### config.mk
export PLATFORM = sky130hd
export DESIGN_NAME = sgi_dispatch
export DESIGN_NICKNAME = d
export VERILOG_FILES = /design/src/rtl/sgi_pkg.sv /design/src/rtl/sgi_target_decode.sv /design/src/rtl/sgi_cpu_bank.sv /design/src/rtl/sgi_dispatch.sv
export SDC_FILE = /design/constraint.sdc
export NUM_CORES = 1
export LEC_CHECK = 0
export BUFFER_PORTS_ARGS = -buffer_cell sky130_fd_sc_hd__buf_2
export CAP_MARGIN = 10
export CORE_AREA = 2 2 276 278
export DETAILED_ROUTE_END_ITERATION = 8
export DIE_AREA = 0 0 278 280
export RECOVER_POWER = 25
export SLEW_MARGIN = 40
export SYNTH_ARGS = -nofsm -noshare
export SYNTH_HDL_FRONTEND = slang
export SYNTH_SLANG_ARGS = --single-unit
### constraint.sdc
create_clock -name clk -period 1 [get_ports clk]
set_clock_uncertainty 0.15 [all_clocks]
set_input_delay 0.05 -clock clk [delete_from_list [all_inputs] [get_ports clk]]
set_output_delay 0.05 -clock clk [all_outputs]
set_load 0.02 [all_outputs]
### src/rtl/sgi_pkg.sv
package sgi_pkg;

    localparam int ID_W    = 4;
    localparam int NUM_ID  = 1 << ID_W;
    localparam int SRC_W   = 3;
    localparam int MAX_CPU = 1 << SRC_W;

    // routing mode encoding; values are decoded from the write word
    typedef enum logic [1:0] {
        ROUTE_LIST   = 2'd0,
        ROUTE_OTHERS = 2'd1,
        ROUTE_SELF   = 2'd2,
        ROUTE_RSVD   = 2'd3
    } route_e;

    typedef struct packed {
        logic [ID_W-1:0]  id;
        logic             sec;
        logic [SRC_W-1:0] src;
    } sgi_req_t;

    // field positions inside the request word
    localparam int MODE_LSB = 24;
    localparam int LIST_LSB = 16;
    localparam int SEC_BIT  = 15;
    localparam int ID_LSB   = 0;

endpackage

### src/rtl/sgi_target_decode.sv
module sgi_target_decode
    import sgi_pkg::*;
#(
    parameter int NUM_CPU = 8
) (
    input  logic               clk,
    input  logic               rst_n,
    input  logic               fwd_en,
    input  logic               wr_valid,
    input  logic [31:0]        wr_data,
    input  logic [SRC_W-1:0]   wr_src,
    output sgi_req_t           req,
    output logic [NUM_CPU-1:0] tgt
);

    localparam logic [MAX_CPU-1:0] IMPL_MASK =
        MAX_CPU'((9'd1 << NUM_CPU) - 9'd1);

    route_e             mode;
    logic [MAX_CPU-1:0] list;
    logic [MAX_CPU-1:0] self_bit;
    logic [MAX_CPU-1:0] pick;
    logic [MAX_CPU-1:0] full_tgt;

    always_comb begin
        mode     = route_e'(wr_data[MODE_LSB +: 2]);
        list     = wr_data[LIST_LSB +: MAX_CPU];
        self_bit = MAX_CPU'(1) << wr_src;
        req.id   = wr_data[ID_LSB +: ID_W];
        req.sec  = wr_data[SEC_BIT];
        req.src  = wr_src;
        unique case (mode)
            ROUTE_LIST:   pick = list;
            ROUTE_OTHERS: pick = ~self_bit;
            ROUTE_SELF:   pick = self_bit;
            default:      pick = '0;
        endcase
        full_tgt = (wr_valid && fwd_en) ? (pick & IMPL_MASK) : '0;
        tgt      = full_tgt[NUM_CPU-1:0];
    end

    AST_RSVD_NO_TARGET: assert property (@(posedge clk) disable iff (!rst_n)
        (wr_data[MODE_LSB +: 2] == 2'd3) |-> (tgt == '0));
    AST_FWD_OFF_NO_TARGET: assert property (@(posedge clk) disable iff (!rst_n)
        !fwd_en |-> (tgt == '0));
    AST_SELF_AT_MOST_ONE: assert property (@(posedge clk) disable iff (!rst_n)
        (wr_data[MODE_LSB +: 2] == 2'd2) |-> $onehot0(tgt));
    AST_OTHERS_SKIP_SELF: assert property (@(posedge clk) disable iff (!rst_n)
        (wr_data[MODE_LSB +: 2] == 2'd1 && int'(wr_src) < NUM_CPU)
        |-> !tgt[wr_src]);
    AST_NO_IDLE_TARGET: assert property (@(posedge clk) disable iff (!rst_n)
        !wr_valid |-> (tgt == '0));

endmodule

### src/rtl/sgi_cpu_bank.sv
module sgi_cpu_bank
    import sgi_pkg::*;
(
    input  logic                    clk,
    input  logic                    rst_n,
    input  logic                    set_hit,
    input  sgi_req_t                req,
    input  logic                    ack_valid,
    input  logic [ID_W-1:0]         ack_id,
    output logic [NUM_ID-1:0]       pend_o,
    output logic [NUM_ID*SRC_W-1:0] src_o,
    output logic [NUM_ID-1:0]       sec_o
);

    typedef struct packed {
        logic [NUM_ID-1:0]            pend;
        logic [NUM_ID-1:0][SRC_W-1:0] src;
        logic [NUM_ID-1:0]            sec;
    } bank_t;

    bank_t st_d, st_q;

    always_comb begin
        st_d = st_q;
        if (ack_valid) begin
            st_d.pend[ack_id] = 1'b0;
        end
        // a set in the same cycle wins over the acknowledge
        if (set_hit) begin
            st_d.pend[req.id] = 1'b1;
            st_d.src[req.id]  = req.src;
            st_d.sec[req.id]  = req.sec;
        end
    end

    always_ff @(posedge clk or negedge rst_n) begin
        if (!rst_n) begin
            st_q <= '0;
        end else begin
            st_q <= st_d;
        end
    end

    assign pend_o = st_q.pend;
    assign src_o  = st_q.src;
    assign sec_o  = st_q.sec;

    AST_SET_RAISES: assert property (@(posedge clk) disable iff (!rst_n)
        set_hit |=> pend_o[$past(req.id)]);
    AST_SET_RECORDS_SEC: assert property (@(posedge clk) disable iff (!rst_n)
        set_hit |=> (sec_o[$past(req.id)] == $past(req.sec)));
    AST_SET_RECORDS_SRC: assert property (@(posedge clk) disable iff (!rst_n)
        set_hit |=> (src_o[$past(req.id)*SRC_W +: SRC_W] == $past(req.src)));
    AST_ACK_CLEARS: assert property (@(posedge clk) disable iff (!rst_n)
        (ack_valid && !(set_hit && req.id == ack_id))
        |=> !pend_o[$past(ack_id)]);
    AST_IDLE_STABLE: assert property (@(posedge clk) disable iff (!rst_n)
        (!set_hit && !ack_valid) |=> ($stable(pend_o) && $stable(src_o) && $stable(sec_o)));

endmodule

### src/rtl/sgi_dispatch.sv
module sgi_dispatch
    import sgi_pkg::*;
#(
    parameter int NUM_CPU = 8
) (
    input  logic                        clk,
    input  logic                        rst_n,
    input  logic                        fwd_en,
    input  logic                        wr_valid,
    input  logic [31:0]                 wr_data,
    input  logic [2:0]                  wr_src,
    input  logic [NUM_CPU-1:0]          ack_valid,
    input  logic [NUM_CPU*4-1:0]        ack_id,
    output logic [NUM_CPU*16-1:0]       pend,
    output logic [NUM_CPU*48-1:0]       pend_src,
    output logic [NUM_CPU*16-1:0]       pend_sec
);

    localparam int SRC_SLICE = NUM_ID * SRC_W;

    sgi_req_t           req;
    logic [NUM_CPU-1:0] tgt;

    sgi_target_decode #(
        .NUM_CPU (NUM_CPU)
    ) u_decode (
        .clk      (clk),
        .rst_n    (rst_n),
        .fwd_en   (fwd_en),
        .wr_valid (wr_valid),
        .wr_data  (wr_data),
        .wr_src   (wr_src),
        .req      (req),
        .tgt      (tgt)
    );

    for (genvar c = 0; c < NUM_CPU; c++) begin : g_bank
        sgi_cpu_bank u_bank (
            .clk       (clk),
            .rst_n     (rst_n),
            .set_hit   (tgt[c]),
            .req       (req),
            .ack_valid (ack_valid[c]),
            .ack_id    (ack_id[c*ID_W +: ID_W]),
            .pend_o    (pend[c*NUM_ID +: NUM_ID]),
            .src_o     (pend_src[c*SRC_SLICE +: SRC_SLICE]),
            .sec_o     (pend_sec[c*NUM_ID +: NUM_ID])
        );
    end

    AST_RESET_CLEAR: assert property (@(posedge clk)
        $rose(rst_n) |-> (pend == '0 && pend_src == '0 && pend_sec == '0));
    AST_RSVD_NO_CHANGE: assert property (@(posedge clk) disable iff (!rst_n)
        (wr_valid && wr_data[25:24] == 2'd3 && ack_valid == '0)
        |=> ($stable(pend) && $stable(pend_src) && $stable(pend_sec)));

endmodule

### Word-level counts from Yosys, hierarchy flattened

Index checks and enable logic that the tools add are counted.
Widths: inputs -> output; s select.

* register bits after elaboration: 640
* output and inout port bits: 640
* bits of input ports: 79

* bitwise logic cells: 25
* eq/ne operators: 2
* magnitude comparators: 18
* mux-type cells: 54
* shift operators: 1
* reduce and logical (&&, ||, !) cells: 11

Operator list (count)
* $mux 80: 8
* $bwmux 48: 8
* $and 16x16->16: 8
* $bwmux 16: 8
* $mux 16: 8
* $not 16->16: 8
* $or 16x16->16: 8
* $lt 4x5->1 const B: 9
* $demux 1 s4: 9
* $ge 4x1->1 const B: 9
* $pmux 8 s3: 1
* $demux 3 s4: 1
* $logic_and 1x1->1: 10
* $mux 1: 9
* $mux 8: 1
* $not 8->8: 1
* $shl 1x3->8 const A: 1
* $mux 3: 1
* $eq 2x1->1 const B: 1
* $eq 2x2->1 const B: 1
* $logic_not 2->1: 1

### Longest topological paths before layout

Gate-level depths: netlist (run 1).

* depth in word-level cells: 9
* mapped depth: 6

### Cells and area by module

From an unflattened synthesis (run 1), not the netlist that was laid out.

* cell total of the unflattened synthesis: 1805
* area, all modules: 25535.7 sq um

By module, submodules not included
* sgi_cpu_bank at g_bank[2].u_bank ...: cells each 220, sequential area each 2001.9 sq um, area each 3166.8 sq um, instances 5
* sgi_cpu_bank at g_bank[0].u_bank: cells each 223, sequential area each 2001.9 sq um, area each 3153.0 sq um, instances 1
* sgi_cpu_bank at g_bank[1].u_bank: cells each 220, sequential area each 2001.9 sq um, area each 3148.0 sq um, instances 1
* sgi_cpu_bank at g_bank[7].u_bank: cells each 212, sequential area each 2001.9 sq um, area each 3074.2 sq um, instances 1
* sgi_target_decode: cells each 50, sequential area each 0.0 sq um, area each 326.6 sq um, instances 1

### Least setup slack after synthesis (run 1)

No wires, ideal clock.

* path kind: input to register
* start: input port wr_src[0]
* end: register with a tool-made name
* arrival: 1.600 ns
* cell stages on the path: 6
* data required time: 0.725 ns
* slack: -0.875 ns
* path through: buf_2 > o31a_1 > a211oi_1 > buf_2 > nand2_1 > mux2_2

RTL lines
* start: declaration: RTL line sgi_dispatch.sv:11 `input logic [2:0] wr_src,`

==> metrics.md, run 1 <==
| Metric | Value |
|---|---|
| Initial antenna violation count | `9` |
| Post-synthesis cell type with the largest combined area | `dfrtp_1` |
| Register area share after synthesis | `0.653` |
| Tmin final | `1.47 ns` |
| Clk slew on worst S/H paths | `0.06 ns` |
| Net Count, Synth | `1807` |
| Initial DRC count | `1032` |
| Setup Viol. Count Final | `1608` |
| Endpoints failing hold | `32` |
| RSZ-0062 raised after global routing | `yes` |
| Failing checks | `hold timing, setup timing` |
| Largest net degree at the start of global routing | `72` |
| Layout cell share with drive strength beyond 1 | `0.637` |
| Avg WL per Cell | `24.1 um` |
| FMAX | `682 MHz` |
| Die Ht | `280 um` |
| Detailed-route via count | `19500` |
| Share of the synthesized area in the top cell type | `0.653` |
| GRT Overall Usage | `0.238` |
| Synth top area cells | `dfrtp_1 (65%), mux2_2 (23%), nand2_1 (3.9%)` |
| Peak VDD IR | `0.00156 V` |
| TritonCTS clock tree | `built` |
| # nets final | `2979` |
| CP Capture Type | `output port` |
| WHS | `-0.302 ns` |
| CTS buffer count | `72` |
| Top-level I/O count | `719` |
| Post-CTS Hold Buffers | `44` |
| Post-Syn Instances | `1728` |
| Final-report max-slew violation count | `0` |
| Max clock buf depth | `3` |
| Clk_lat worst skew | `0.60 ns` |
| Crit path launch type | `register` |
| Via density | `4.96` |
| Avg Cell Area, Syn | `14.2 um2` |
| Area grow syn2layout | `67.3%` |
| Period utilisation layout | `1.47` |
| Die Area | `77800 um2` |
| Most common cell after layout, fill and taps aside | `buf_6` |
| PnR worst setup slack | `-0.466 ns` |
| First-pass GRT wire length | `139 mm` |
| First drt pass iteration count | `5` |
| Vias in the first global route | `20900` |
| Pwr/cell area | `1970 nW/um2` |
| Worst-Margin Slew | `0.817 ns` |
| Setup TNS | `-362.68 ns` |
| Synth warn | `0` |
| Pre-CTS setup slack | `-1.03 ns` |
| H-tree depth | `3` |
| CP Class | `reg -> out` |
| Min-delay worst type | `in -> reg` |
| # rows | `101` |
| Most frequent cells in the layout | `buf_6 (654), dfrtp_1 (640), mux2_2 (478), buf_4 (347), nand2_1 (179)` |
| Root Buffer | `clkbuf_16` |
| Synth Register Bits | `640` |
| Mapped Area | `24500 um2` |
| Core area | `75200 um2` |
| GRT overflow | `0` |
| Die width | `278 um` |
| # DRC | `0` |
| Synth cell types | `25` |
| Leakage | `20.9 nW` |
| Number of max-cap violations | `0` |
| Status | `finished with violations` |
| Port-buffer cells | `701` |
| Worst Path Arrival | `1.27 ns` |
| Post-layout util | `0.545` |
| Clk sinks | `640` |
| Number of nets still failing antenna checks after routing | `0` |
| Worst EP required | `0.80 ns` |
| Routability cong. | `0.853` |
| Final HPWL DP | `66.0 mm` |
| CP Max Fanout | `2` |
| Worst relative slew slack | `0.455` |
| Starting Density | `0.326` |
| WL final | `95.1 mm` |
-- cell type report --
type,instances,area [um2]
tap,978,1220
antenna,5,12.5
clock inverter,25,290
fill,5959,34200
timing repair buffer,1172,12200
sequential,640,16000
clock buffer,104,2090
multi-input combinational,1014,9210
-- metrics by stage --
| step | cells | power (mW) | instance area (um2) |
|---|---|---|---|
| 3_3_place_gp | 3571 | 47.1 | 31900 |
| 6_report | 3938 | 80.6 | 41000 |
| 2_1_floorplan | 1728 | 40.0 | 25100 |
| 3_5_place_dp | 3572 | 47.5 | 31900 |
| 4_1_cts | 3871 | 80.5 | 40300 |
| 5_1_grt | 3936 | 83.5 | 41000 |
-- power by group --
part / internal [mW] / switching, mW
Clock: 15.3 / 11.2
Combinational: 11.2 / 10.5
Sequential: 29.6 / 2.87
Total: 56.1 / 24.5
-- worst paths after layout --
path	from	to	slack, ns	cells past startpoint
worst max register to register	register	register	-0.25	3
max in group asynchronous	rst_n	asynchronous set/reset pin	-0.17	4
worst min-delay path	ack_id[3]	g_bank[0].u_bank.pend_o[1]	-0.30	4
min in group asynchronous	rst_n	asynchronous set/reset pin	0.36	3
worst min register to register	g_bank[4].u_bank.pend_o[10]	g_bank[4].u_bank.pend_o[10]	0.37	2
worst max-delay path	register	pend_src[311]	-0.47	2
-- what timing repair did --
action | 4_1_cts | 5_1_grt
gates cloned | 7 | 0
gates resized for setup | 1373 | 30
pin swaps | 16 | 4
endpoints found under the setup margin | 1230 | 1269
setup buffers | 120 | 63
hold endpoints to repair | 923 | 38
-- cells in the mapped netlist --
library cell    n
clkbuf_1       64
nor4bb_1        3
nor3_1          7
and2_1          1
and4b_1         3
nor4_1          1
dfrtp_1       640
nand2b_1       25
o31a_1          1
a211oi_2        7
buf_2          10
or2_2           8
or3b_1          2
o21ai_0       128
and2_0          4
nand2_1       256
mux2_1          5
o311ai_0        8
nand3b_1       19
mux2_2        507
nand3_1         9
a211oi_1        1
nor2_1          9
or3b_2          9
and4_1          1
-- routing by layer --
layer / up-vias / global-route usage / share of wire
li1: 8412 / - / -
met1: 10100 / 0.290 / 0.39
met2: 759 / 0.403 / 0.50
met3: 228 / 0.0562 / 0.064
met4: 2 / 0.101 / 0.047
met5: - / 0 / 0.00014
-- worst max-delay path, cell delays in order (launching register included) --
cell	delay, ns
dfrtp_1	0.40
buf_6	0.13
buf_6	0.12
-- kinds of logic (layout without fill, tap and decap cells) --
logic type,count (synthesis),after routing,synth area share
buf+inv,74,1301,0.0118
flops,640,640,0.653
other cells,0,5,0
mux,512,512,0.235
simple gates,357,357,0.0664
compound gates,145,145,0.0332
No activity file was read; power rests on OpenSTA's default activity.
==> run 2, diff against run 1 <==
Settings changed: CORE_AREA 2 2 276 278 to 2 2 279 281, DIE_AREA 0 0 278 280 to 0 0 281 283.
==> run 2 against run 1 <==
Effect of this change: the run still ends with hold timing, setup timing left; die area grew 2.2%; clock power up 2%; global-route usage is 0.12 points lower; register-to-register slack improved by 0.06 ns; total power grew 1.2%; wire length up 2.8%; first-iteration DRC count decreased by 12%; critical path type unchanged; largest cell class unchanged.
==> metrics.md, run 2 (synthesis results as in run 1) <==
| Metric | Value |
|---|---|
| Die Area | `79500 um2` |
| Avg WL per Cell | `24.3 um` |
| RSZ-0062 raised after global routing | `yes` |
| Cell count of the worst reg-to-reg path | `3` |
| Period utilisation layout | `1.50` |
| Min-delay worst type | `in -> reg` |
| Max clock buf depth | `3` |
| Die Ht | `283 um` |
| Worst Path Arrival | `1.30 ns` |
| Pre-CTS setup slack | `-1.10 ns` |
| CP Class | `reg -> out` |
| # DRC | `0` |
| PnR worst setup slack | `-0.501 ns` |
| Cell internal pwr | `57.0 mW` |
| Worst relative slew slack | `0.463` |
| Starting Density | `0.320` |
| Endpoints failing hold | `23` |
| Leakage | `21.4 nW` |
| Post-CTS Hold Buffers | `42` |
| Setup TNS | `-368.01 ns` |
| Vias in the first global route | `20900` |
| Root Buffer | `clkbuf_16` |
| Worst-Margin Slew | `0.806 ns` |
| Routability cong. | `0.855` |
| Sequential power share | `0.398` |
| Flop-to-flop setup slack | `-0.19 ns` |
| Failing checks | `hold timing, setup timing` |
| Area grow syn2layout | `71.2%` |
| Core area | `76700 um2` |
| Setup Viol. Count Final | `1540` |
| Area post-placement | `32100 um2` |
| Clock share of power | `0.331` |
| Peak VDD IR | `0.00156 V` |
| Cell area after layout | `42000 um2` |
| WL final | `97.8 mm` |
| Worst EP required | `0.80 ns` |
| Number of max-cap violations | `0` |
| Die width | `281 um` |
| Gate power share | `0.271` |
| Detailed-route via count | `19700` |
| Switching share of power | `0.301` |
| Most common cell after layout, fill and taps aside | `buf_6` |
| Tmin final | `1.50 ns` |
| First drt pass iteration count | `5` |
| End of the critical path | `pend_sec[109]` |
| Fill count | `5994` |
| First-pass GRT wire length | `140 mm` |
| WHS | `-0.325 ns` |
| # nets final | `3016` |
| Largest net degree at the start of global routing | `69` |
| GRT overflow | `0` |
| Final HPWL DP | `66.3 mm` |
| CP Max Fanout | `2` |
| # rows | `102` |
| Initial antenna violation count | `9` |
| Port-buffer cells | `701` |
| Number of nets still failing antenna checks after routing | `0` |
| Psw | `24.6 mW` |
| Layout cell share with drive strength beyond 1 | `0.649` |
| Clk slew on worst S/H paths | `0.06 ns` |
| Most frequent cells in the layout | `buf_6 (668), dfrtp_1 (640), mux2_2 (439), buf_4 (364), nand2_1 (160)` |
| Clk sinks | `640` |
| Initial DRC count | `912` |
| H-tree depth | `3` |
| Final-report max-slew violation count | `0` |
| CP Capture Type | `output port` |
| Clk_lat worst skew | `0.61 ns` |
| Via density | `4.89` |
| GRT Overall Usage | `0.236` |
| TritonCTS clock tree | `built` |
| Pwr/cell area | `1940 nW/um2` |
| Crit path launch type | `register` |
| Post-layout util | `0.547` |
| FMAX | `666 MHz` |
| CTS buffer count | `71` |
| Status | `finished with violations` |
| Top-level I/O count | `719` |
-- run 2: worst min path at each step --
stage                                            end  cells past startpoint  startpoint
after global placement    asynchronous set/reset pin                      2       rst_n
final                     g_bank[5].u_bank.pend_o[1]                      4  ack_id[22]
after CTS                 g_bank[5].u_bank.pend_o[0]                      4  ack_id[22]
after global routing      g_bank[5].u_bank.pend_o[0]                      4  ack_id[22]
after detailed placement  asynchronous set/reset pin                      2       rst_n
after floorplan           asynchronous set/reset pin                      0       rst_n
-- run 2: power by group through the flow --
stage	clock, mW	sequential, mW	combinational, mW
final	27.0	32.5	22.1
after global routing	28.7	32.8	23.0
after CTS	27.5	32.3	20.9
after detailed placement	0	31.9	15.7
after global placement	0	31.7	15.4
after floorplan	0	36.2	3.80
-- run 2: layout make-up --
cell class                 instances  area [um2]  share of cell area
multi-input combinational       1014        9690               0.231
clock inverter                    29         402             0.00957
timing repair buffer            1210       12600               0.299
sequential                       640       16000               0.382
clock buffer                      96        1990              0.0475
antenna                            2        5.00            0.000119
tap                             1040        1300              0.0310
-- run 2: critical path, cell delays in order, from the launching register on --
cell and delay [ns]:
dfrtp_1 0.43, buf_6 0.14, buf_6 0.12
-- run 2: per-stage QoR --
stage / total power, mW / std cells
2_1_floorplan: 40.0 / 1728
3_3_place_gp: 47.1 / 3648
3_5_place_dp: 47.5 / 3649
4_1_cts: 80.8 / 3908
5_1_grt: 84.6 / 4031
6_report: 81.6 / 4031
-- run 2: what timing repair did --
item / in CTS / in global routing
endpoints found under the setup margin: 1234 / 1277
gates cloned: 2 / 4
setup buffers: 91 / 120
resized for setup: 1333 / 205
pin swaps: 8 / 18
hold endpoints to repair: 885 / 82
-- run 2: layer usage --
metal  track usage  share of wire
met1         0.288           0.40
met5             0        0.00033
met3        0.0582          0.064
met2         0.391           0.49
met4         0.115          0.051
==> run 3, diff against run 2 <==
Settings changed: CORE_AREA 2 2 279 281 to 2 2 276 278, DIE_AREA 0 0 281 283 to 0 0 278 280.
Clock period 1 ns to 1.2 ns, I/O delays scaled along.
==> run 3 against run 2 <==
Effect of this change: the flow still finishes with violations (hold timing, setup timing); wire length is 0.46% lower; register-to-register slack improved by 0.18 ns; combinational power fell by 16%; sequential cell count did not move; non-clock buffer count rose by 30; sequential power fell by 17%; critical endpoint is now pend_src[199]; highest routed layer unchanged.
==> metrics.md, run 3 (synthesis results as in run 1) <==
| Metric | Value |
|---|---|
| Status | `finished with violations` |
| Number of nets still failing antenna checks after routing | `0` |
| Initial DRC count | `864` |
| CP max-delay cell | `dfrtp_1` |
| Worst-Margin Slew | `0.860 ns` |
| GRT overflow | `0` |
| CP Max Fanout | `2` |
| Layout cell share with drive strength beyond 1 | `0.658` |
| Root Buffer | `clkbuf_16` |
| # DRC | `0` |
| Setup TNS | `-117.44 ns` |
| GRT Overall Usage | `0.239` |
| Final HPWL DP | `65.8 mm` |
| Via density | `4.94` |
| Die Ht | `280 um` |
| # rows | `101` |
| CP Class | `reg -> out` |
| Non-filler instance count after layout | `4003` |
| Largest stage delay, worst path | `0.43 ns` |
| Total Power | `67.9 mW` |
| Vias in the first global route | `21000` |
| Routability cong. | `0.844` |
| Largest net degree at the start of global routing | `78` |
| Final-report max-slew violation count | `0` |
| Clk slew on worst S/H paths | `0.06 ns` |
| DP Cell Count | `3558` |
| PnR worst setup slack | `-0.215 ns` |
| Fill count | `5821` |
| CP Cell Sequence | `buf_6` |
| Min-delay worst type | `in -> reg` |
| Delay-heaviest family, CP | `flip-flops` |
| Number of max-cap violations | `0` |
| Die width | `278 um` |
| Worst EP required | `0.99 ns` |
| First-pass GRT wire length | `139 mm` |
| Failing checks | `hold timing, setup timing` |
| CTS buffer count | `71` |
| WHS | `-0.0267 ns` |
| Port-buffer cells | `701` |
| Leakage | `21.5 nW` |
| Tmin final | `1.42 ns` |
| H-tree depth | `3` |
| RSZ-0062 raised after global routing | `yes` |
| WL final | `97.3 mm` |
| Starting Density | `0.326` |
| Period utilisation layout | `1.18` |
| Most frequent cells in the layout | `buf_6 (664), dfrtp_1 (639), mux2_2 (459), buf_4 (396), nand2_1 (145)` |
| # nets final | `3046` |
| Worst relative slew slack | `0.427` |
| Worst Path Arrival | `1.21 ns` |
| Post-CTS Hold Buffers | `44` |
| Avg WL per Cell | `24.3 um` |
| Pwr/cell area | `1600 nW/um2` |
| Detailed-route via count | `19800` |
| Core area | `75200 um2` |
| Post-layout util | `0.564` |
| First drt pass iteration count | `4` |
| Clk sinks | `640` |
| Endpoints failing hold | `2` |
| Clk_lat worst skew | `0.59 ns` |
| Crit path launch type | `register` |
| TritonCTS clock tree | `built` |
| Setup Viol. Count Final | `1142` |
| Top-level I/O count | `719` |
| Area grow syn2layout | `73.0%` |
| Max clock buf depth | `3` |
| Most common cell after layout, fill and taps aside | `buf_6` |
| Multi-input combinational cell area | `10000 um2` |
| Initial antenna violation count | `10` |
| FF+latch area | `16000 um2` |
| Pre-CTS setup slack | `-0.885 ns` |
| Peak VDD IR | `0.00123 V` |
| CP Capture Type | `output port` |
| CP bufs+invs | `1` |
| Die Area | `77800 um2` |
| FMAX | `707 MHz` |
## run 3: changes by cell type in the layout (fill, tap and decap cells not counted), moves of 5 or more
cell	change
buf_12	-8
buf_16	+5
buf_4	+32
clkbuf_8	+12
mux2_2	+20
mux2_4	-20
nand2_1	-15
nand2_2	-15
nand2_8	+27
## run 3: layout make-up
type                            count  share of cell area
Timing Repair Buffer             1240               0.301
Antenna cell                        5            0.000295
Clock buffer                      104              0.0496
Clock inverter                     22             0.00723
Tap cell                          978              0.0289
Sequential cell                   640               0.378
Multi-Input combinational cell   1014               0.236
## run 3: what timing repair did
item,CTS,global route
cloned,8,3
endpoints found under the hold margin,842,64
endpoints found under the setup margin,1051,1125
setup buffers,133,131
pin swaps,17,26
gates resized for setup,1425,174
## run 3: power by group
group | internal [mW] | leakage (nW) | switching, mW
Sequential | 24.6 | 8.53 | 2.41
Clock | 13.0 | 1.18 | 9.28
Combinational | 9.67 | 11.8 | 8.95
## run 3: layer usage
| metal | part of all wire | vias up | global-route usage |
|---|---|---|---|
| met5 | 0.00046 | - | 0 |
| met4 | 0.047 | 6 | 0.105 |
| met3 | 0.061 | 221 | 0.0650 |
| met2 | 0.50 | 725 | 0.407 |
| met1 | 0.40 | 10300 | 0.284 |
| li1 | - | 8545 | - |
## run 3: through the flow
stage | area, um2 | hold slack (ns)
detailed placement | 31800 | 0.0540
global placement | 31800 | 0.0442
finish | 42400 | -0.0267
global route | 42400 | -0.0413
CTS | 40600 | -0.0818
floorplan | 25100 | -0.386
## run 3: final timing paths
kind / depth (start not counted) / to / slack (ns) / start
max: 1 / pend_src[199] / -0.22 / register
min: 6 / g_bank[6].u_bank.pend_o[0] / -0.03 / wr_data[1]
max reg2reg: 3 / register / -0.01 / register
min reg2reg: 1 / register / 0.37 / register
max in group asynchronous: 4 / asynchronous set/reset pin / -0.04 / rst_n
min in group asynchronous: 3 / asynchronous set/reset pin / 0.07 / rst_n
